===== config.mk =====
export PLATFORM = sky130hd
export DESIGN_NAME = xbus_async_ctrl
export DESIGN_NICKNAME = d
export VERILOG_FILES = /design/src/rtl/xbus_pkg.sv /design/src/rtl/xbus_phase_seq.sv /design/src/rtl/xbus_req_hold.sv /design/src/rtl/xbus_pin_decode.sv /design/src/rtl/xbus_async_ctrl.sv
export SDC_FILE = /design/constraint.sdc
export NUM_CORES = 1
export LEC_CHECK = 0
export BUFFER_PORTS_ARGS = -buffer_cell sky130_fd_sc_hd__clkbuf_2
export CAP_MARGIN = 30
export CORE_MARGIN = 3
export CORE_UTILIZATION = 42
export CTS_CLUSTER_SIZE = 14
export DETAILED_ROUTE_END_ITERATION = 7
export PLACE_DENSITY = 0.74
export SLEW_MARGIN = 20
export SYNTH_ARGS = -nofsm -noshare
export SYNTH_HDL_FRONTEND = slang
export SYNTH_SLANG_ARGS = --single-unit

===== constraint.sdc =====
create_clock -name clk -period 4.8 [get_ports clk]
set_input_delay 0.96 -clock clk [delete_from_list [all_inputs] [get_ports clk]]
set_output_delay 0.96 -clock clk [all_outputs]
set_load 0.05 [all_outputs]

===== src/rtl/xbus_pkg.sv =====
package xbus_pkg;

  typedef enum logic [2:0] {
    PH_IDLE   = 3'd0,
    PH_SETUP  = 3'd1,
    PH_STROBE = 3'd2,
    PH_HOLD   = 3'd3,
    PH_TURN   = 3'd4
  } phase_e;

  // Packed layout matches the configuration word bit for bit (MSB first).
  typedef struct packed {
    logic       cs_strobe;   // 31
    logic       ext_wait;    // 30
    logic [3:0] wr_setup;    // 29:26
    logic [5:0] wr_strobe;   // 25:20
    logic [2:0] wr_hold;     // 19:17
    logic [3:0] rd_setup;    // 16:13
    logic [5:0] rd_strobe;   // 12:7
    logic [2:0] rd_hold;     // 6:4
    logic [1:0] turn;        // 3:2
    logic [1:0] bus_size;    // 1:0 (not used, bus is 16 bit)
  } timing_t;

  localparam int CNT_W = 6;

  // Counter reload when entering a phase: a phase lasts reload+1 cycles.
  function automatic logic [CNT_W-1:0] phase_reload(timing_t c, logic wr, phase_e ph);
    logic [CNT_W-1:0] v;
    case (ph)
      PH_SETUP:  v = wr ? {2'b00, c.wr_setup} : {2'b00, c.rd_setup};
      PH_STROBE: v = wr ? c.wr_strobe : c.rd_strobe;
      PH_HOLD:   v = wr ? {3'b000, c.wr_hold} : {3'b000, c.rd_hold};
      PH_TURN:   v = {4'b0000, c.turn};
      default:   v = '0;
    endcase
    return v;
  endfunction

endpackage


===== src/rtl/xbus_phase_seq.sv =====
module xbus_phase_seq
  import xbus_pkg::*;
(
  input  logic    clk,
  input  logic    rst_n,
  input  timing_t cfg,
  input  logic    start,
  input  logic    start_wr,
  input  logic    wait_hit,
  output phase_e  phase,
  output logic    cur_wr,
  output logic    strobe_last,
  output logic    done_pulse
);
  logic [CNT_W-1:0] cnt_q;
  logic             cnt_zero;
  logic             hold_last;

  assign cnt_zero    = (cnt_q == '0);
  assign strobe_last = (phase == PH_STROBE) && cnt_zero && !wait_hit;
  assign hold_last   = (phase == PH_HOLD) && cnt_zero;

  always_ff @(posedge clk or negedge rst_n) begin
    if (!rst_n) begin
      phase      <= PH_IDLE;
      cnt_q      <= '0;
      cur_wr     <= 1'b0;
      done_pulse <= 1'b0;
    end else begin
      done_pulse <= hold_last;
      case (phase)
        PH_IDLE: if (start) begin
          phase  <= PH_SETUP;
          cur_wr <= start_wr;
          cnt_q  <= phase_reload(cfg, start_wr, PH_SETUP);
        end
        PH_SETUP: if (cnt_zero) begin
          phase <= PH_STROBE;
          cnt_q <= phase_reload(cfg, cur_wr, PH_STROBE);
        end else cnt_q <= cnt_q - 1'b1;
        PH_STROBE: if (strobe_last) begin
          phase <= PH_HOLD;
          cnt_q <= phase_reload(cfg, cur_wr, PH_HOLD);
        end else if (!cnt_zero) cnt_q <= cnt_q - 1'b1;
        PH_HOLD: if (cnt_zero) begin
          phase <= PH_TURN;
          cnt_q <= phase_reload(cfg, cur_wr, PH_TURN);
        end else cnt_q <= cnt_q - 1'b1;
        PH_TURN: if (cnt_zero) phase <= PH_IDLE;
                 else cnt_q <= cnt_q - 1'b1;
        default: phase <= PH_IDLE;
      endcase
    end
  end
endmodule


===== src/rtl/xbus_req_hold.sv =====
module xbus_req_hold #(
  parameter int ADDR_W = 24,
  parameter int DATA_W = 16,
  localparam int BE_W  = DATA_W / 8,
  localparam int WA_W  = ADDR_W - 2
) (
  input  logic              clk,
  input  logic              rst_n,
  input  logic              take,
  input  logic [ADDR_W-1:0] addr,
  input  logic [BE_W-1:0]   be,
  input  logic [DATA_W-1:0] wdata,
  input  logic              capture,
  input  logic [DATA_W-1:0] dq_in,
  output logic [WA_W-1:0]   word_addr,
  output logic              half_sel,
  output logic [BE_W-1:0]   be_q,
  output logic [DATA_W-1:0] wdata_q,
  output logic [DATA_W-1:0] rdata_q
);
  logic unused_byte_bit;
  assign unused_byte_bit = addr[0];

  always_ff @(posedge clk or negedge rst_n) begin
    if (!rst_n) begin
      word_addr <= '0;
      half_sel  <= 1'b0;
      be_q      <= '0;
      wdata_q   <= '0;
      rdata_q   <= '0;
    end else begin
      if (take) begin
        word_addr <= addr[ADDR_W-1:2];
        half_sel  <= addr[1];
        be_q      <= be;
        wdata_q   <= wdata;
      end
      if (capture) rdata_q <= dq_in;
    end
  end
endmodule


===== src/rtl/xbus_pin_decode.sv =====
module xbus_pin_decode
  import xbus_pkg::*;
#(
  parameter int DATA_W = 16,
  localparam int BE_W  = DATA_W / 8
) (
  input  phase_e            phase,
  input  logic              cur_wr,
  input  logic              cs_strobe,
  input  logic [BE_W-1:0]   be_q,
  output logic              access_on,
  output logic              strobe_on,
  output logic              cs_n,
  output logic              oe_n,
  output logic              we_n,
  output logic [BE_W-1:0]   bmask_n,
  output logic              dq_oe
);
  always_comb begin
    access_on = (phase == PH_SETUP) || (phase == PH_STROBE) || (phase == PH_HOLD);
    strobe_on = (phase == PH_STROBE);
    cs_n      = !(cs_strobe ? strobe_on : access_on);
    oe_n      = !(strobe_on && !cur_wr);
    we_n      = !(strobe_on && cur_wr);
    bmask_n   = access_on ? ~be_q : '1;
    dq_oe     = access_on && cur_wr;
  end
endmodule


===== src/rtl/xbus_async_ctrl.sv =====
module xbus_async_ctrl
  import xbus_pkg::*;
#(
  parameter int ADDR_W = 24,
  parameter int DATA_W = 16,
  localparam int BE_W  = DATA_W / 8,
  localparam int WA_W  = ADDR_W - 2
) (
  input  logic              clk,
  input  logic              rst_n,
  input  logic [31:0]       cfg_word,
  input  logic              wait_act_hi,
  input  logic              req_valid,
  output logic              req_ready,
  input  logic              req_we,
  input  logic [ADDR_W-1:0] req_addr,
  input  logic [BE_W-1:0]   req_be,
  input  logic [DATA_W-1:0] req_wdata,
  output logic              rsp_done,
  output logic [DATA_W-1:0] rsp_rdata,
  output logic              mem_cs_n,
  output logic              mem_oe_n,
  output logic              mem_we_n,
  output logic [BE_W-1:0]   mem_bmask_n,
  output logic [WA_W-1:0]   mem_addr,
  output logic              mem_hsel,
  output logic [DATA_W-1:0] mem_dq_out,
  output logic              mem_dq_oe,
  input  logic [DATA_W-1:0] mem_dq_in,
  input  logic              mem_wait
);
  timing_t cfg;
  phase_e  phase;
  logic    cur_wr, strobe_last, accept, wait_hit;
  logic    access_on, strobe_on;
  logic [BE_W-1:0] be_q;
  logic    unused_size;

  assign cfg         = timing_t'(cfg_word);
  assign unused_size = ^cfg.bus_size;
  assign req_ready   = (phase == PH_IDLE);
  assign accept      = req_valid && req_ready;
  assign wait_hit    = cfg.ext_wait && (mem_wait == wait_act_hi);

  xbus_phase_seq seq_i (
    .clk(clk), .rst_n(rst_n), .cfg(cfg), .start(accept), .start_wr(req_we),
    .wait_hit(wait_hit), .phase(phase), .cur_wr(cur_wr),
    .strobe_last(strobe_last), .done_pulse(rsp_done)
  );

  xbus_req_hold #(.ADDR_W(ADDR_W), .DATA_W(DATA_W)) hold_i (
    .clk(clk), .rst_n(rst_n), .take(accept), .addr(req_addr), .be(req_be),
    .wdata(req_wdata), .capture(strobe_last && !cur_wr), .dq_in(mem_dq_in),
    .word_addr(mem_addr), .half_sel(mem_hsel), .be_q(be_q),
    .wdata_q(mem_dq_out), .rdata_q(rsp_rdata)
  );

  xbus_pin_decode #(.DATA_W(DATA_W)) pins_i (
    .phase(phase), .cur_wr(cur_wr), .cs_strobe(cfg.cs_strobe), .be_q(be_q),
    .access_on(access_on), .strobe_on(strobe_on), .cs_n(mem_cs_n),
    .oe_n(mem_oe_n), .we_n(mem_we_n), .bmask_n(mem_bmask_n), .dq_oe(mem_dq_oe)
  );
endmodule


**Word-level counts from Yosys, hierarchy flattened**

Index checks and enable logic that the tools add are counted.

- Logic and storage cells: 60
- Output and inout bits: 63
- Flip-flop bits (word level): 68

- Muxes and demuxes: 17
- Reductions and logical operators: 22
- $add $sub $neg: 1
- Equality and inequality tests: 10
- Bitwise gates (word level): 1

Operators with widths:

| operator | count |
|---|---|
| $mux W6 | 6 |
| $pmux W6 S5 | 1 |
| $mux W3 | 6 |
| $pmux W3 S5 | 1 |
| $logic_and A1 B1 Y1 | 9 |
| $eq A3 B2 Y1 const B | 2 |
| $logic_not A6 Y1 | 1 |
| $ne A2 B2 Y1 const B | 3 |
| $sub A6 B1 Y6 const B | 1 |
| $logic_not A1 Y1 | 5 |
| $reduce_and A5 Y1 | 1 |
| $reduce_bool A5 Y1 | 1 |
| $mux W4 | 1 |
| $ne A2 B1 Y1 const B | 2 |
| $reduce_and A2 Y1 | 2 |
| $eq A3 B1 Y1 const B | 1 |
| $eq A3 B3 Y1 const B | 1 |
| $logic_not A3 Y1 | 1 |
| $logic_or A1 B1 Y1 | 2 |
| $mux W2 | 1 |
| $not A2 Y2 | 1 |
| $eq A1 B1 Y1 | 1 |
| $mux W1 | 1 |

**Depth between registers and ports, before layout**

- Depth in word-level cells: 6
- Gate-level depth with buffers: 7
- Mapped depth without buffers: 7

**Modules after synthesis**

A second synthesis with hierarchy kept.

- Cells, all modules: 253
- Area total of the unflattened synthesis: 3433.3 um^2

Modules (own cells, without submodules):

| module | instances | area each (um^2) | cells an instance |
|---|---|---|---|
| xbus_req_hold | 1 | 2369.8 | 121 |
| xbus_phase_seq | 1 | 963.4 | 118 |
| xbus_pin_decode | 1 | 62.6 | 9 |
| xbus_async_ctrl | 1 | 37.5 | 5 |

**Worst setup path after synthesis**

No wires, ideal clock.

- Path type: input -> output
- Start point: input port cfg_word[31]
- End point: output port mem_cs_n
- Path buffers: 0
- Data arrival time: 1344 ps
- Stages: 2
- Setup slack: 2496 ps
- Cell sequence: nand2_1 -> nand2_1

- Longest elaborated chain between the ends: 2

RTL lines:

| element | RTL line | RTL |
|---|---|---|
| from (decl) | xbus_async_ctrl.sv:11 | `input logic [31:0] cfg_word,` |
| $mux W1 | xbus_pin_decode.sv:22 | `cs_n = !(cs_strobe ? strobe_on : access_on);` |
| $logic_not A1 Y1 | xbus_pin_decode.sv:22 |  |
| to (decl) | xbus_async_ctrl.sv:21 | `output logic mem_cs_n,` |

Every way passes these cells.

**Final worst setup path**

- Start point: register seq_i.phase[1]
- End point: output port mem_dq_oe

- Longest elaborated chain between the ends: 4

RTL lines:

| element | RTL line | RTL |
|---|---|---|
| from (decl) | xbus_phase_seq.sv:10 | `output phase_e phase,` |
| from (signal assigned) | xbus_phase_seq.sv:25 | `phase <= PH_IDLE;` |
| from (signal assigned) | xbus_phase_seq.sv:33 | `phase <= PH_SETUP;` |
| from (signal assigned) | xbus_phase_seq.sv:38 | `phase <= PH_STROBE;` |
| $eq A3 B1 Y1 or $eq A3 B2 Y1 (tied branches) | xbus_pin_decode.sv:20 | `access_on = (phase == PH_SETUP) \|\| (phase == PH_STROBE) \|\| (phase == PH_HOLD);` |
| $logic_or A1 B1 Y1 | xbus_pin_decode.sv:20 |  |
| $logic_or A1 B1 Y1 * | xbus_pin_decode.sv:20 |  |
| $logic_and A1 B1 Y1 * | xbus_pin_decode.sv:26 | `dq_oe = access_on && cur_wr;` |
| to (decl) | xbus_async_ctrl.sv:28 | `output logic mem_dq_oe,` |

Every way passes the cells marked *; elsewhere a longest branch is shown, timed or not.

==> reports/results.txt <==
run status: finished clean
period utilization: 60.59%
final max-slew violation count: 0
busiest grt layer: met2
Netlist cell types: 47
diodes inserted: 0
Die X: 93.01 um
met3 Use GR: 6.436%
count of routing violations after the opening detailed-route iteration: 60
maximum buffer depth of the clock tree: 2
post-cts repair resize count: 0
register bit total from synthesis: 68
fraction of registers with async set/reset: 100.0%
setup repair after global routing missed its margin: no
synthesized cell area: 3179 um2
post-DR vias/cell: 4.888
count of buffers from port buffering: 155
Post-Layout Cell Count: 502
height of the chip: 93.01 um
Register Area: 1702 um2
commonest cells after routing, fill and taps aside: sky130_fd_sc_hd__clkbuf_2, sky130_fd_sc_hd__dfrtp_1, sky130_fd_sc_hd__mux2_2
initial antenna violation count: 0
average instance area after synthesis: 13.08 um2
Cell Pwr Density: 758.0 nW/um2
cell count after placement: 485
IR drop worst, VDD: 0.0004083 V
post-CTS setup repair buffer count: 0
Critical-path top delay cell: sky130_fd_sc_hd__dfrtp_1
core region area: 7292 um2
setup slack of the most critical reg-to-reg path: 2.26 ns
aggregate global-route resource usage: 17.49%
total setup violations reported at the end of the flow: 0
final sum of negative setup slack: 0 ns
vias in the first global route: 2587
number of nets at the end of the flow: 496
time the final worst path needs with I/O delays and setup: 2.908 ns
Clock Latency Late Sink: 0.32 ns
cell type with the highest occurrence count on the critical path: sky130_fd_sc_hd__nor2_1
total area of multi-input combinational cells: 1384 um2
ordered cell list for the critical path: nor2_1 > nor2_1 > and2_1 > clkbuf_2
largest fanout on the critical path: 18
pin count of the biggest net entering global routing: 43
Main synth FF type: sky130_fd_sc_hd__dfrtp_1
TritonCTS clock tree: yes
Max Fclk: 343.9 MHz
weighted congestion at the end of routability-driven global placement: 0.7825
type of element launching the critical path: flip-flop
remaining max-slew budget at the tightest pin: 36.97%
number of buffers added by the clock tree synthesis step: 9
residual antenna-violating net count after detailed routing: 0
number of top-level pins: 159
final hold violation count: 0
sum of net half-perimeters after detailed placement: 5.709 mm
Std-Cell Rows: 31
fill cell instance count of the final layout: 682
Syn Inst Count: 243
leakage dissipation: 2.158 nW
critical path capture point type: output port
most common library cell in the layout ignoring fill and taps: sky130_fd_sc_hd__clkbuf_2
initial core utilization: 43.60%
DRC errors left: 0
gr ovfl total: 0
largest incremental delay on the critical path: 0.67 ns
total number of yosys warnings: 0
growth of design area from synthesis to finish: 33.57%
Num Clock Sinks: 68
required time of the worst setup path: 3.84 ns
# hold bufs at CTS: 0
cells on worst reg2reg path: 6
clock root cell: sky130_fd_sc_hd__clkbuf_8
Arrival @ worst endpoint: 1.95 ns
fraction of layout instances using a drive strength above 1: 60.55%
met1 Usage GRT: 20.77%
total number of vias: 2454
Worst Hold Path Cells: 1
first-pass GRT wire length: 11.94 mm
Total Routed Length: 7.467 mm
clock transition at the register clock pins on the worst setup and hold paths after CTS: 0.07 ns
path class of the lowest-slack min-delay path: reg2reg
total of max-cap violations: 0
GRT met2 Usage: 29.69%
Post-Synthesis Net Count: 341
kind of critical path: reg2out
EDFF count, synth: 0
number of iterations in the first detailed-routing pass: 4
Wirelength per Cell: 14.87 um
die area: 8650 um2
maximum clock skew at final layout: 0.007079 ns
worst-margin pin slew: 0.9423 ns
sequential cell area fraction in the yosys report: 53.52%
H-tree depth reported by CTS: 3
==> area by class of cell <==
| class | count | area share, % |
|---|---|---|
| sequential | 68 | 40.07 |
| clock buffer | 10 | 3.005 |
| multi-input combinational | 157 | 32.59 |
| inverter | 4 | 0.3536 |
| tap | 99 | 2.917 |
| timing repair buffer | 158 | 19.56 |
| clock inverter | 6 | 1.503 |
==> power by group <==
part / switching, mW / internal, mW
combinational: 1.19 / 0.547
sequential: 0.201 / 0.823
clock: 0.216 / 0.240
==> worst max-delay path, delay by kind of cell (launching register included) <==
kind / cells / cell delay, ns
flip-flops: 1 / 0.67
buffers and inverters: 1 / 0.29
AND/OR/NAND/NOR: 3 / 0.67
==> per-stage QoR <==
stage	worst slack (ns)	power [mW]	hold WS [ns]	util [%]	area, um2
6_report	1.892	3.219	0.4965	58.24	4247
5_1_grt	1.665	3.409	0.5185	58.24	4247
4_1_cts	1.849	3.245	0.5030	57.86	4219
3_5_place_dp	2.013	2.777	0.4863	55.23	4028
3_3_place_gp	2.059	2.732	0.4690	54.96	4008
2_1_floorplan	2.496	2.368	0.4806	-	3179
==> worst paths after layout <==
path	end	start
setup / recovery	mem_dq_oe	seq_i.phase[1]$_DFFE_PN0P_
hold / removal	hold_i.rdata_q[1]$_DFFE_PN0P_	hold_i.rdata_q[1]$_DFFE_PN0P_
min in group asynchronous	hold_i.rdata_q[1]$_DFFE_PN0P_	rst_n
max in group asynchronous	hold_i.wdata_q[0]$_DFFE_PN0P_	rst_n
setup reg to reg	hold_i.rdata_q[2]$_DFFE_PN0P_	seq_i.cnt_q[0]$_DFFE_PN0P_
hold reg to reg	hold_i.rdata_q[1]$_DFFE_PN0P_	hold_i.rdata_q[1]$_DFFE_PN0P_
==> kinds of logic (layout without fill, tap and decap cells) <==
group           count (synthesis)  count (layout)  synth area share, %
fa+ha+maj                       2               2               0.7870
simple gates                   53              53                9.918
buf+inv                        18             178                2.991
compound gates                 29              29                6.336
mux                            69              69                25.34
flops                          68              68                53.52
xor+xnor                        4               4                1.102
==> flip-flops by register name (all words and copies together) (netlist names) <==
name,cells
seq_i.done_pulse,1
seq_i.cur_wr,1
hold_i.rdata_q,16
seq_i.cnt_q,6
hold_i.wdata_q,16
seq_i.phase,3
hold_i.word_addr,22
hold_i.half_sel,1
hold_i.be_q,2
==> per-layer routing <==
metal  share of wire [%]  vias up  wire length [um]
li1                    -     1180                 -
met5                   0        -                 0
met4                0.82        0                61
met1                  41     1184              3030
met2                  51       84              3793
met3                 7.8        6               581
==> cell usage after synthesis, types with 2 or more instances <==
library cell               count  area [um2]
sky130_fd_sc_hd__dfrtp_1      68        1702
sky130_fd_sc_hd__mux2_2       51       574.3
sky130_fd_sc_hd__nand2_1      11       41.29
sky130_fd_sc_hd__buf_2        10       50.05
sky130_fd_sc_hd__mux2_4       10       150.1
sky130_fd_sc_hd__nor2_1        9       33.78
sky130_fd_sc_hd__mux2i_1       7       70.07
sky130_fd_sc_hd__nor2b_1       7       43.79
sky130_fd_sc_hd__nor3_1        6       30.03
sky130_fd_sc_hd__o21ai_0       6       30.03
sky130_fd_sc_hd__a21oi_1       4       20.02
sky130_fd_sc_hd__inv_1         4       15.01
sky130_fd_sc_hd__a211oi_1      3       22.52
sky130_fd_sc_hd__and2_1        3       18.77
sky130_fd_sc_hd__nand2b_1      3       18.77
sky130_fd_sc_hd__xnor2_1       3       26.28
sky130_fd_sc_hd__a311oi_1      2       17.52
sky130_fd_sc_hd__clkbuf_1      2       7.510
sky130_fd_sc_hd__ha_1          2       25.02
sky130_fd_sc_hd__nand2_2       2       12.51
sky130_fd_sc_hd__nor3_2        2       20.02
sky130_fd_sc_hd__o211ai_1      2       15.01
sky130_fd_sc_hd__o31ai_1       2       15.01
No activity file was read; power rests on OpenSTA's default activity.
